`config.mk`:
```
export PLATFORM = sky130hd
export DESIGN_NAME = modtmr_top
export DESIGN_NICKNAME = d
export VERILOG_FILES = /design/src/rtl/modtmr_pkg.sv /design/src/rtl/modtmr_clksel.sv /design/src/rtl/modtmr_prescale.sv /design/src/rtl/modtmr_counter.sv /design/src/rtl/modtmr_ctrl.sv /design/src/rtl/modtmr_top.sv
export SDC_FILE = /design/constraint.sdc
export NUM_CORES = 1
export LEC_CHECK = 0
export CAP_MARGIN = 10
export CORE_MARGIN = 4
export CORE_UTILIZATION = 25
export DETAILED_ROUTE_END_ITERATION = 8
export SLEW_MARGIN = 20
export SYNTH_ARGS = -nofsm -noshare
export SYNTH_HDL_FRONTEND = slang
export SYNTH_HIERARCHICAL = 1
export SYNTH_SLANG_ARGS = --single-unit
```
`constraint.sdc`:
```
create_clock -name clk -period 4.24 [get_ports clk]
set_input_delay 0.848 -clock clk [delete_from_list [all_inputs] [get_ports clk]]
set_output_delay 0.848 -clock clk [all_outputs]
set_load 0.01 [all_outputs]
```
`src/rtl/modtmr_pkg.sv`:
```
package modtmr_pkg;
   typedef enum logic [1:0] {
      SRC_OFF = 2'b00,
      SRC_BUS = 2'b01,
      SRC_ALT = 2'b10,
      SRC_EXT = 2'b11
   } src_sel_e;

   localparam int BIT_FLAG   = 7;
   localparam int BIT_IE     = 6;
   localparam int BIT_CENTER = 5;
   localparam int BIT_SRC_HI = 4;
   localparam int BIT_SRC_LO = 3;
endpackage

```
`src/rtl/modtmr_clksel.sv`:
```
module modtmr_clksel #(
   parameter int SYNC_STAGES = 2
) (
   input  logic       clk,
   input  logic       rst_n,
   input  logic       alt_clk,
   input  logic       ext_clk,
   input  logic [1:0] sel,
   output logic       tick
);
   import modtmr_pkg::*;

   logic [1:0] raw_src;
   logic [1:0] edge_q;

   assign raw_src = {ext_clk, alt_clk};

   for (genvar g = 0; g < 2; g++) begin : g_src
      logic [SYNC_STAGES:0] sh;
      always_ff @(posedge clk or negedge rst_n) begin
         if (!rst_n) sh <= '0;
         else        sh <= {sh[SYNC_STAGES-1:0], raw_src[g]};
      end
      assign edge_q[g] = sh[SYNC_STAGES-1] & ~sh[SYNC_STAGES];
   end

   always_comb begin
      case (src_sel_e'(sel))
         SRC_BUS: tick = 1'b1;
         SRC_ALT: tick = edge_q[0];
         SRC_EXT: tick = edge_q[1];
         default: tick = 1'b0;
      endcase
   end
endmodule

```
`src/rtl/modtmr_prescale.sv`:
```
module modtmr_prescale #(
   parameter int PS_W = 3
) (
   input  logic            clk,
   input  logic            rst_n,
   input  logic            enable,
   input  logic            tick,
   input  logic [PS_W-1:0] ps,
   output logic            step
);
   localparam int DIV_W = (1 << PS_W) - 1;

   logic [DIV_W-1:0] acc;
   logic [DIV_W-1:0] mask;

   assign mask = (DIV_W'(1) << ps) - DIV_W'(1);
   assign step = tick & ((acc & mask) == mask);

   always_ff @(posedge clk or negedge rst_n) begin
      if (!rst_n)       acc <= '0;
      else if (!enable) acc <= '0;
      else if (tick)    acc <= acc + DIV_W'(1);
   end
endmodule

```
`src/rtl/modtmr_counter.sv`:
```
module modtmr_counter #(
   parameter int CNT_W = 16
) (
   input  logic             clk,
   input  logic             rst_n,
   input  logic             step,
   input  logic             center,
   input  logic [CNT_W-1:0] modulo,
   output logic [CNT_W-1:0] count,
   output logic             ovf
);
   logic [CNT_W-1:0] top;
   logic [CNT_W-1:0] nxt;
   logic             down, nxt_down;

   assign top = (modulo == '0) ? '1 : modulo;

   always_comb begin
      nxt      = count;
      nxt_down = down;
      ovf      = 1'b0;
      if (!center) begin
         nxt_down = 1'b0;
         if (step) begin
            if (count >= top) begin
               nxt = '0;
               ovf = 1'b1;
            end else begin
               nxt = count + CNT_W'(1);
            end
         end
      end else if (step) begin
         if (!down) begin
            if (count >= top) begin
               nxt      = count - CNT_W'(1);
               nxt_down = 1'b1;
               ovf      = 1'b1;
            end else begin
               nxt = count + CNT_W'(1);
            end
         end else if (count == '0) begin
            nxt      = CNT_W'(1);
            nxt_down = 1'b0;
         end else begin
            nxt = count - CNT_W'(1);
         end
      end
   end

   always_ff @(posedge clk or negedge rst_n) begin
      if (!rst_n) begin
         count <= '0;
         down  <= 1'b0;
      end else begin
         count <= nxt;
         down  <= nxt_down;
      end
   end
endmodule

```
`src/rtl/modtmr_ctrl.sv`:
```
module modtmr_ctrl #(
   parameter int PS_W = 3
) (
   input  logic            clk,
   input  logic            rst_n,
   input  logic            bus_wr,
   input  logic            bus_rd,
   input  logic [7:0]      wdata,
   input  logic            ovf,
   output logic [7:0]      rdata,
   output logic            flag,
   output logic            ie,
   output logic            center,
   output logic [1:0]      sel,
   output logic [PS_W-1:0] ps
);
   import modtmr_pkg::*;

   logic armed;

   always_ff @(posedge clk or negedge rst_n) begin
      if (!rst_n) begin
         flag   <= 1'b0;
         armed  <= 1'b0;
         ie     <= 1'b0;
         center <= 1'b0;
         sel    <= 2'b00;
         ps     <= '0;
      end else begin
         if (bus_wr) begin
            ie     <= wdata[BIT_IE];
            center <= wdata[BIT_CENTER];
            sel    <= wdata[BIT_SRC_HI:BIT_SRC_LO];
            ps     <= wdata[PS_W-1:0];
         end
         if (ovf) begin
            flag  <= 1'b1;
            armed <= 1'b0;
         end else if (bus_wr) begin
            if (armed && !wdata[BIT_FLAG]) flag <= 1'b0;
            armed <= 1'b0;
         end else if (bus_rd && flag) begin
            armed <= 1'b1;
         end
      end
   end

   assign rdata = {flag, ie, center, sel, 3'(ps)};
endmodule

```
`src/rtl/modtmr_top.sv`:
```
module modtmr_top #(
   parameter int CNT_W       = 16,
   parameter int PS_W        = 3,
   parameter int SYNC_STAGES = 2
) (
   input  logic             clk,
   input  logic             rst_n,
   input  logic             bus_wr,
   input  logic             bus_rd,
   input  logic [7:0]       bus_wdata,
   output logic [7:0]       bus_rdata,
   input  logic             alt_clk,
   input  logic             ext_clk,
   input  logic [CNT_W-1:0] modulo,
   output logic [CNT_W-1:0] count_out,
   output logic             irq
);
   if (CNT_W < 2) begin : g_bad_cnt
      $error("modtmr_top: CNT_W must be at least 2");
   end
   if (PS_W < 1 || PS_W > 3) begin : g_bad_ps
      $error("modtmr_top: PS_W must lie in 1..3");
   end
   if (SYNC_STAGES < 2) begin : g_bad_sync
      $error("modtmr_top: SYNC_STAGES must be at least 2");
   end

   logic            flag, ie, center;
   logic [1:0]      sel;
   logic [PS_W-1:0] ps;
   logic            tick, step, ovf_evt;

   modtmr_ctrl #(.PS_W(PS_W)) u_ctrl (
      .clk(clk), .rst_n(rst_n), .bus_wr(bus_wr), .bus_rd(bus_rd),
      .wdata(bus_wdata), .ovf(ovf_evt), .rdata(bus_rdata),
      .flag(flag), .ie(ie), .center(center), .sel(sel), .ps(ps)
   );

   modtmr_clksel #(.SYNC_STAGES(SYNC_STAGES)) u_clksel (
      .clk(clk), .rst_n(rst_n), .alt_clk(alt_clk), .ext_clk(ext_clk),
      .sel(sel), .tick(tick)
   );

   modtmr_prescale #(.PS_W(PS_W)) u_pre (
      .clk(clk), .rst_n(rst_n), .enable(sel != 2'b00), .tick(tick),
      .ps(ps), .step(step)
   );

   modtmr_counter #(.CNT_W(CNT_W)) u_cnt (
      .clk(clk), .rst_n(rst_n), .step(step), .center(center),
      .modulo(modulo), .count(count_out), .ovf(ovf_evt)
   );

   assign irq = flag & ie;
endmodule

```
==> flow_results.xml, run 1 <==
<?xml version="1.0" encoding="UTF-8"?>
<metrics>
  <group name="status">
    <metric name="status" unit="">complete, no violations</metric>
  </group>
  <group name="power_and_ir_drop">
    <metric name="p_leak" unit="nW">1.54</metric>
    <metric name="pwr_per_cell_area" unit="nW/um^2">407</metric>
    <metric name="vdd_ir_drop_max" unit="V">0.000170</metric>
    <metric name="overall_power_consumption" unit="mW">1.53</metric>
  </group>
  <group name="floorplan">
    <metric name="fp.dieArea" unit="sq um">13900</metric>
    <metric name="die_width" unit="microns">118</metric>
    <metric name="core.rowCount" unit="">39</metric>
    <metric name="core_area" unit="sq um">11600</metric>
    <metric name="die_height" unit="microns">118</metric>
    <metric name="floorplan.initialDensity" unit="%">26.0</metric>
    <metric name="pin_count" unit="">55</metric>
  </group>
  <group name="run">
    <metric name="max-cap-violations" unit="">0</metric>
  </group>
  <group name="sta">
    <metric name="setup_viol" unit="">0</metric>
    <metric name="finalClockSkew" unit="ns">0.00546</metric>
    <metric name="finalHoldViolCount" unit="">0</metric>
    <metric name="worst-slew-pin-transition" unit="ns">0.878</metric>
    <metric name="max_slew_margin" unit="%">41.5</metric>
    <metric name="setup_slack" unit="ns">0.318</metric>
    <metric name="post-route-min-period" unit="ns">3.92</metric>
    <metric name="final_max_slew_viol_count" unit="">0</metric>
    <metric name="tns" unit="ns">0</metric>
    <metric name="clock.fmax" unit="MHz">255</metric>
    <metric name="rsz_0062_raised_after_global_routing" unit="">no</metric>
    <metric name="fin_crit_sh" unit="%">92.5</metric>
  </group>
  <group name="critical_path">
    <metric name="timing.critical_path.fanout_max" unit="">16</metric>
    <metric name="crit_required" unit="ns">4.42</metric>
    <metric name="timing.critical_path.to_type" unit="">flop</metric>
    <metric name="criticalPathCategory" unit="">primary input to flop</metric>
    <metric name="crit_path_start_kind" unit="">primary input</metric>
    <metric name="worst_ep_arrival_time" unit="ns">4.10</metric>
    <metric name="setup.worst_path.start" unit="">modulo[4]</metric>
    <metric name="regToRegStartpoint" unit="">u_ctrl/sel[1]</metric>
  </group>
  <group name="final_layout">
    <metric name="layout_commonest_cell" unit="">clkdlybuf4s50_1</metric>
    <metric name="syn_to_final_growth" unit="%">24.3</metric>
    <metric name="final_cell_area" unit="sq um">3760</metric>
    <metric name="antennaDiodeCount" unit="">0</metric>
    <metric name="share_of_cells_above_drive_strength_1" unit="%">10.5</metric>
    <metric name="layout.cells.most_common_list" unit="">clkdlybuf4s50_1, dfrtp_1, nor2_1, nand2_1</metric>
    <metric name="finalCoreUtilization" unit="%">32.3</metric>
    <metric name="final_nets" unit="">420</metric>
  </group>
  <group name="cts">
    <metric name="cts_setup_buffers" unit="">0</metric>
    <metric name="post_cts_resize_count" unit="">0</metric>
    <metric name="clock_path_buffers" unit="">2</metric>
    <metric name="clock_pin_slew_worst_setup_and_hold_paths" unit="ns">0.06</metric>
    <metric name="cts_num_sinks" unit="">39</metric>
    <metric name="tritoncts" unit="">done</metric>
    <metric name="clkLatencyLatePin" unit="ns">0.28</metric>
    <metric name="ctsRootBufferMaster" unit="">clkbuf_16</metric>
    <metric name="cts_inserted_buffers" unit="">5</metric>
    <metric name="holdBufCountCts" unit="">0</metric>
    <metric name="maximum_level_of_the_cts_h_tree" unit="">2</metric>
  </group>
  <group name="drt">
    <metric name="drt-vias-per-instance" unit="">5.12</metric>
    <metric name="wl_per_cell" unit="microns">14.8</metric>
    <metric name="firstDrtPassIters" unit="">4</metric>
    <metric name="antenna_left" unit="">0</metric>
    <metric name="vias" unit="">2632</metric>
    <metric name="drt_first_iter_violations" unit="">205</metric>
    <metric name="drt_drc_violations_left" unit="">0</metric>
    <metric name="drt-total-wl" unit="mm">7.62</metric>
  </group>
  <group name="placement">
    <metric name="port_buffers" unit="">54</metric>
    <metric name="routability_driven_placement_congestion_ratio" unit="">0.872</metric>
    <metric name="dp_hpwl" unit="mm">5.83</metric>
    <metric name="pre_cts_ws" unit="ns">0.0210</metric>
    <metric name="dpl-instance-area" unit="sq um">3580</metric>
  </group>
  <group name="grt">
    <metric name="maximum_number_of_pins_on_one_net_before_global_route_repair" unit="">40</metric>
    <metric name="number_of_antenna_violations_at_the_first_check_in_global_routing" unit="">0</metric>
    <metric name="grt_first_pass_wirelength" unit="mm">12.6</metric>
    <metric name="global_route.overflow_total" unit="">0</metric>
    <metric name="vias_in_the_first_global_route" unit="">2481</metric>
    <metric name="grt_util_all_layers" unit="%">10.7</metric>
  </group>
  <group name="synthesis">
    <metric name="flip_flop_and_latch_count_after_synthesis" unit="">39</metric>
    <metric name="synth_area" unit="sq um">3020</metric>
    <metric name="count_of_flip_flops_with_a_built_in_enable_after_synthesis" unit="">0</metric>
    <metric name="synth_fp_nets" unit="">382</metric>
    <metric name="synth_area_per_cell" unit="sq um">9.11</metric>
    <metric name="synth_seq_area_share" unit="%">32.3</metric>
    <metric name="synth_cells" unit="">332</metric>
    <metric name="netlist.area_leader.share" unit="%">32.3</metric>
    <metric name="postSynth.asyncResetShare" unit="%">100</metric>
    <metric name="synthFlopType" unit="">dfrtp_1</metric>
    <metric name="ys_top_cells_by_area" unit="">dfrtp_1, ha_1, nor2_1</metric>
    <metric name="synthesis.yosys.warnings" unit="">6</metric>
    <metric name="synthDistinctLibCells" unit="">62</metric>
    <metric name="synth_largest_area_cell" unit="">dfrtp_1</metric>
  </group>
  <group name="hold_path">
    <metric name="hold_path.startpoint" unit="">u_clksel/g_src[0].sh[0]</metric>
    <metric name="worstHoldPathType" unit="">flop to flop</metric>
  </group>
</metrics>
==> layout make-up <==
class	instances	area [sq um]
clock buffer	5	125
clock inverter	3	46.3
fill	1212	7860
inverter	6	22.5
multi-input combinational	259	1820
sequential	39	976
tap	143	179
timing repair buffer	59	586
==> stage by stage <==
stage / hold WS (ns) / cells
finish: 0.359 / 514
floorplan: 0.331 / 332
detailed placement: 0.349 / 506
global placement: 0.339 / 506
global route: 0.368 / 514
CTS: 0.364 / 514
==> synth_stat cells (all sizes together), types with 2 or more instances <==
master	instances
a211o	3
a21o	6
a21oi	11
a221o	2
a2bb2oi	2
a32oi	2
and2	11
and3	7
buf	16
clkbuf	12
dfrtp	39
ha	20
inv	6
mux2	10
mux2i	6
nand2	23
nand2b	3
nand3	14
nand4	9
nor2	35
nor2b	4
nor3	15
nor4	6
o211ai	2
o21a	3
o21ai	21
o221a	2
o221ai	4
o22a	2
o311ai	4
o31ai	2
or2	3
or3	4
or4	2
xnor2	7
xor2	3
==> worst max-delay path, stage by stage <==
cell and delay [ns]:
clkdlybuf4s50_1 0.44, nor4_1 0.31, and4_1 0.29, buf_12 0.15, nor2_1 0.05, ha_1 0.29, nand2_1 0.05, or3_1 0.34
o221ai_1 0.22, a21o_1 0.38, buf_4 0.25, o211a_4 0.22, a22oi_1 0.08, o31ai_1 0.20
==> path summary, 6_finish.rpt <==
check	cells past startpoint	to	slack (ns)
max	14	u_cnt/count[5]	0.32
min	0	u_clksel/g_src[0].sh[1]	0.36
max reg2reg	10	u_cnt/count[11]	1.43
min reg2reg	0	u_clksel/g_src[0].sh[1]	0.36
max in group asynchronous	1	u_cnt/count[8]	3.00
min in group asynchronous	1	u_ctrl/ie	0.69
==> logic make-up (layout without fill, tap and decap cells) <==
kind of cell	count (synthesis)	after routing	synth area share [%]
multiplexers	16	16	6.58
XOR/XNOR	10	10	2.90
buffers and inverters	34	73	7.53
flip-flops	39	39	32.3
AND/OR/NAND/NOR	142	142	25.5
adder cells (fa/ha/maj)	20	20	8.28
AO/OA/AOI/OAI	71	71	16.9
==> metal layers <==
layer | GRT usage, % | vias to the layer above | routed length [microns]
met1 | 14.4 | 1274 | 3540
met4 | 3.59 | 0 | 139
met3 | 1.73 | 12 | 293
li1 | - | 1283 | -
met5 | 0 | - | 0
met2 | 17.3 | 63 | 3650
==> report_power, final <==
| part | switching (mW) | total (mW) | internal, mW | leakage [nW] |
|---|---|---|---|---|
| Sequential | 0.126 | 0.559 | 0.433 | 0.479 |
| Combinational | 0.262 | 0.542 | 0.279 | 0.985 |
| Clock | 0.150 | 0.429 | 0.279 | 0.0804 |
==> sequential cells by signal (all words and copies together), names as in the netlist <==
name,flops
u_cnt/down,1
u_ctrl/ps,3
u_ctrl/armed,1
u_ctrl/center,1
u_cnt/count,16
u_ctrl/ie,1
u_pre/acc,7
u_ctrl/sel,2
u_clksel/g_src.sh,6
u_ctrl/flag,1
(Power assumes the default switching activity.)
==> run 2: changes to the inputs <==
--- a/config.mk
+++ b/config.mk
@@ -9,6 +9,7 @@
 export CORE_MARGIN = 4
 export CORE_UTILIZATION = 25
 export DETAILED_ROUTE_END_ITERATION = 8
+export SKIP_LAST_GASP = 1
 export SLEW_MARGIN = 20
 export SYNTH_ARGS = -nofsm -noshare
 export SYNTH_HDL_FRONTEND = slang
==> results of run 2 <==
Same layout as run 1: the final DEF is identical, and so are final timing and power.
==> run 3: changes to the inputs <==
--- a/config.mk
+++ b/config.mk
@@ -6,6 +6,7 @@
 export NUM_CORES = 1
 export LEC_CHECK = 0
 export CAP_MARGIN = 10
+export CORE_ASPECT_RATIO = 1.4
 export CORE_MARGIN = 4
 export CORE_UTILIZATION = 25
 export DETAILED_ROUTE_END_ITERATION = 8
==> flow_results.xml, run 3 (synthesis results as in run 1) <==
<?xml version="1.0" encoding="UTF-8"?>
<metrics>
  <group name="cts">
    <metric name="ctsRootBufferMaster" unit="">clkbuf_16</metric>
    <metric name="cts_num_sinks" unit="">39</metric>
    <metric name="post_cts_resize_count" unit="">0</metric>
    <metric name="cts_setup_buffers" unit="">0</metric>
    <metric name="maximum_level_of_the_cts_h_tree" unit="">2</metric>
    <metric name="clkLatencyLatePin" unit="ns">0.29</metric>
    <metric name="clock_path_buffers" unit="">2</metric>
    <metric name="tritoncts" unit="">done</metric>
    <metric name="cts_inserted_buffers" unit="">5</metric>
    <metric name="holdBufCountCts" unit="">0</metric>
    <metric name="clock_pin_slew_worst_setup_and_hold_paths" unit="ns">0.07</metric>
  </group>
  <group name="drt">
    <metric name="drt_first_iter_violations" unit="">197</metric>
    <metric name="wl_per_cell" unit="microns">15.4</metric>
    <metric name="vias" unit="">2636</metric>
    <metric name="drt-vias-per-instance" unit="">5.08</metric>
    <metric name="drt_drc_violations_left" unit="">0</metric>
    <metric name="antenna_left" unit="">0</metric>
    <metric name="firstDrtPassIters" unit="">4</metric>
    <metric name="drt-total-wl" unit="mm">8.02</metric>
  </group>
  <group name="grt">
    <metric name="maximum_number_of_pins_on_one_net_before_global_route_repair" unit="">40</metric>
    <metric name="vias_in_the_first_global_route" unit="">2770</metric>
    <metric name="number_of_antenna_violations_at_the_first_check_in_global_routing" unit="">0</metric>
    <metric name="grt_util_all_layers" unit="%">11.6</metric>
    <metric name="grt_first_pass_wirelength" unit="mm">13.4</metric>
    <metric name="global_route.overflow_total" unit="">0</metric>
  </group>
  <group name="critical_path">
    <metric name="timing.critical_path.buf_inv" unit="">3</metric>
    <metric name="criticalPathCategory" unit="">primary input to flop</metric>
    <metric name="crit_path_start_kind" unit="">primary input</metric>
    <metric name="timing.critical_path.fanout_max" unit="">16</metric>
    <metric name="timing.critical_path.to_type" unit="">flop</metric>
    <metric name="cp_cell_sequence" unit="">clkdlybuf4s50_1 &gt; nor4_1 &gt; and4_1 &gt; buf_12 &gt; nor2_1 &gt; ha_1 &gt; and2_1 &gt; a221oi_1 &gt; o21ai_0 &gt; a21o_1 &gt; buf_4 &gt; o21a_1 &gt; a21o_1 &gt; a211o_1</metric>
    <metric name="timing.critical_path.slowest_cell_delay" unit="ns">0.42</metric>
    <metric name="cpMaxStageDelayCell" unit="">clkdlybuf4s50_1</metric>
    <metric name="timing.critical_path.max_delay_family" unit="">compound AO/OA/AOI/OAI gates</metric>
    <metric name="crit_required" unit="ns">4.41</metric>
    <metric name="cp_common_cell" unit="">a21o_1</metric>
    <metric name="worst_ep_arrival_time" unit="ns">4.10</metric>
  </group>
  <group name="final_layout">
    <metric name="antennaDiodeCount" unit="">0</metric>
    <metric name="layout_commonest_cell" unit="">clkdlybuf4s50_1</metric>
    <metric name="layout.cells.most_common_list" unit="">clkdlybuf4s50_1, dfrtp_1, nor2_1, nand2_1</metric>
    <metric name="final_cells" unit="">519</metric>
    <metric name="biggestRegsByFlops" unit="">u_cnt/count: 16 flops, u_pre/acc: 7 flops, u_clksel/g_src.sh: 6 flops</metric>
    <metric name="largest_register_ff_count" unit="">16</metric>
    <metric name="share_of_cells_above_drive_strength_1" unit="%">10.5</metric>
    <metric name="final_nets" unit="">421</metric>
    <metric name="top_reg_by_flops" unit="">u_cnt/count</metric>
    <metric name="final_cell_area" unit="sq um">3790</metric>
    <metric name="syn_to_final_growth" unit="%">25.4</metric>
    <metric name="count_of_fill_cells_added_during_filler_insertion" unit="">1209</metric>
  </group>
  <group name="power_and_ir_drop">
    <metric name="intPower" unit="mW">1.06</metric>
    <metric name="pwr_per_cell_area" unit="nW/um^2">424</metric>
    <metric name="vdd_ir_drop_max" unit="V">0.000174</metric>
    <metric name="p_leak" unit="nW">1.57</metric>
    <metric name="power.share.sequential" unit="%">34.9</metric>
    <metric name="power_frac_comb" unit="%">34.0</metric>
    <metric name="switching_power" unit="mW">0.552</metric>
    <metric name="p_sw_share" unit="%">34.3</metric>
    <metric name="clkPwrFrac" unit="%">31.1</metric>
  </group>
  <group name="floorplan">
    <metric name="die_height" unit="microns">138</metric>
    <metric name="fp.dieArea" unit="sq um">13900</metric>
    <metric name="floorplan.initialDensity" unit="%">25.6</metric>
    <metric name="pin_count" unit="">55</metric>
    <metric name="core.rowCount" unit="">47</metric>
    <metric name="die_width" unit="microns">101</metric>
    <metric name="core_area" unit="sq um">11800</metric>
  </group>
  <group name="placement">
    <metric name="pre_cts_ws" unit="ns">0.0127</metric>
    <metric name="port_buffers" unit="">54</metric>
    <metric name="post_placement_cell_count" unit="">511</metric>
    <metric name="dp_hpwl" unit="mm">6.04</metric>
    <metric name="dpl-instance-area" unit="sq um">3590</metric>
    <metric name="routability_driven_placement_congestion_ratio" unit="">0.810</metric>
  </group>
  <group name="sta">
    <metric name="finalClockSkew" unit="ns">0.00903</metric>
    <metric name="tns" unit="ns">0</metric>
    <metric name="max_slew_margin" unit="%">38.7</metric>
    <metric name="finalHoldWorstSlack" unit="ns">0.352</metric>
    <metric name="finalHoldViolCount" unit="">0</metric>
    <metric name="rsz_0062_raised_after_global_routing" unit="">no</metric>
    <metric name="fin_crit_sh" unit="%">92.7</metric>
    <metric name="setup_viol" unit="">0</metric>
    <metric name="setup_slack" unit="ns">0.309</metric>
    <metric name="post-route-min-period" unit="ns">3.93</metric>
    <metric name="final_max_slew_viol_count" unit="">0</metric>
    <metric name="clock.fmax" unit="MHz">254</metric>
    <metric name="worst-slew-pin-transition" unit="ns">0.920</metric>
  </group>
  <group name="hold_path">
    <metric name="worstHoldPathType" unit="">flop to flop</metric>
  </group>
  <group name="run">
    <metric name="max-cap-violations" unit="">0</metric>
  </group>
  <group name="status">
    <metric name="status" unit="">complete, no violations</metric>
  </group>
</metrics>
[run 3: cell types whose count changed in the layout (fill, tap and decap cells not counted)]
cell,change
bufinv_16,+1
nor2_2,-1
inv_8,+1
buf_4,+1
clkinvlp_4,-1
inv_6,-1
nor2_1,+1
[run 3: path summary, 6_finish.rpt]
kind | start | to | slack [ns] | depth (start not counted)
hold / removal | u_clksel/g_src[1].sh[0] | u_clksel/g_src[1].sh[1] | 0.35 | 0
setup reg to reg | u_ctrl/sel[1] | u_cnt/count[11] | 1.39 | 10
min in group asynchronous | rst_n | u_ctrl/ps[1] | 0.70 | 1
max in group asynchronous | rst_n | u_pre/acc[2] | 2.96 | 1
setup / recovery | modulo[3] | u_cnt/count[15] | 0.31 | 14
hold reg to reg | u_clksel/g_src[1].sh[0] | u_clksel/g_src[1].sh[1] | 0.35 | 0
[run 3: routing by layer]
metal	GRT usage, %	part of all wire, %	vias up
met3	2.42	3.3	18
li1	-	-	1286
met1	13.0	40	1278
met5	0	0	-
met4	4.48	2.4	0
met2	21.1	55	54
[run 3: power groups by stage]
stage	registers (mW)	logic (mW)	clock network, mW
floorplan	0.526	0.379	0
global placement	0.568	0.536	0
detailed placement	0.573	0.544	0
CTS	0.565	0.549	0.514
global route	0.578	0.606	0.531
finish	0.562	0.546	0.500
[run 3: cell type report]
cell class	instances	area [sq um]	area share, %
Clock inverter	3	71.3	1.88
Clock buffer	5	125	3.30
Multi-Input combinational cell	259	1820	48.0
Inverter	6	22.5	0.594
Timing Repair Buffer	60	593	15.6
Tap cell	147	184	4.85
Sequential cell	39	976	25.7
[run 3: stage by stage]
stage / util [%] / power [mW]
CTS: 32.1 / 1.63
detailed placement: 30.4 / 1.12
global placement: 30.4 / 1.10
global route: 32.1 / 1.72
floorplan: - / 0.905
finish: 32.1 / 1.61
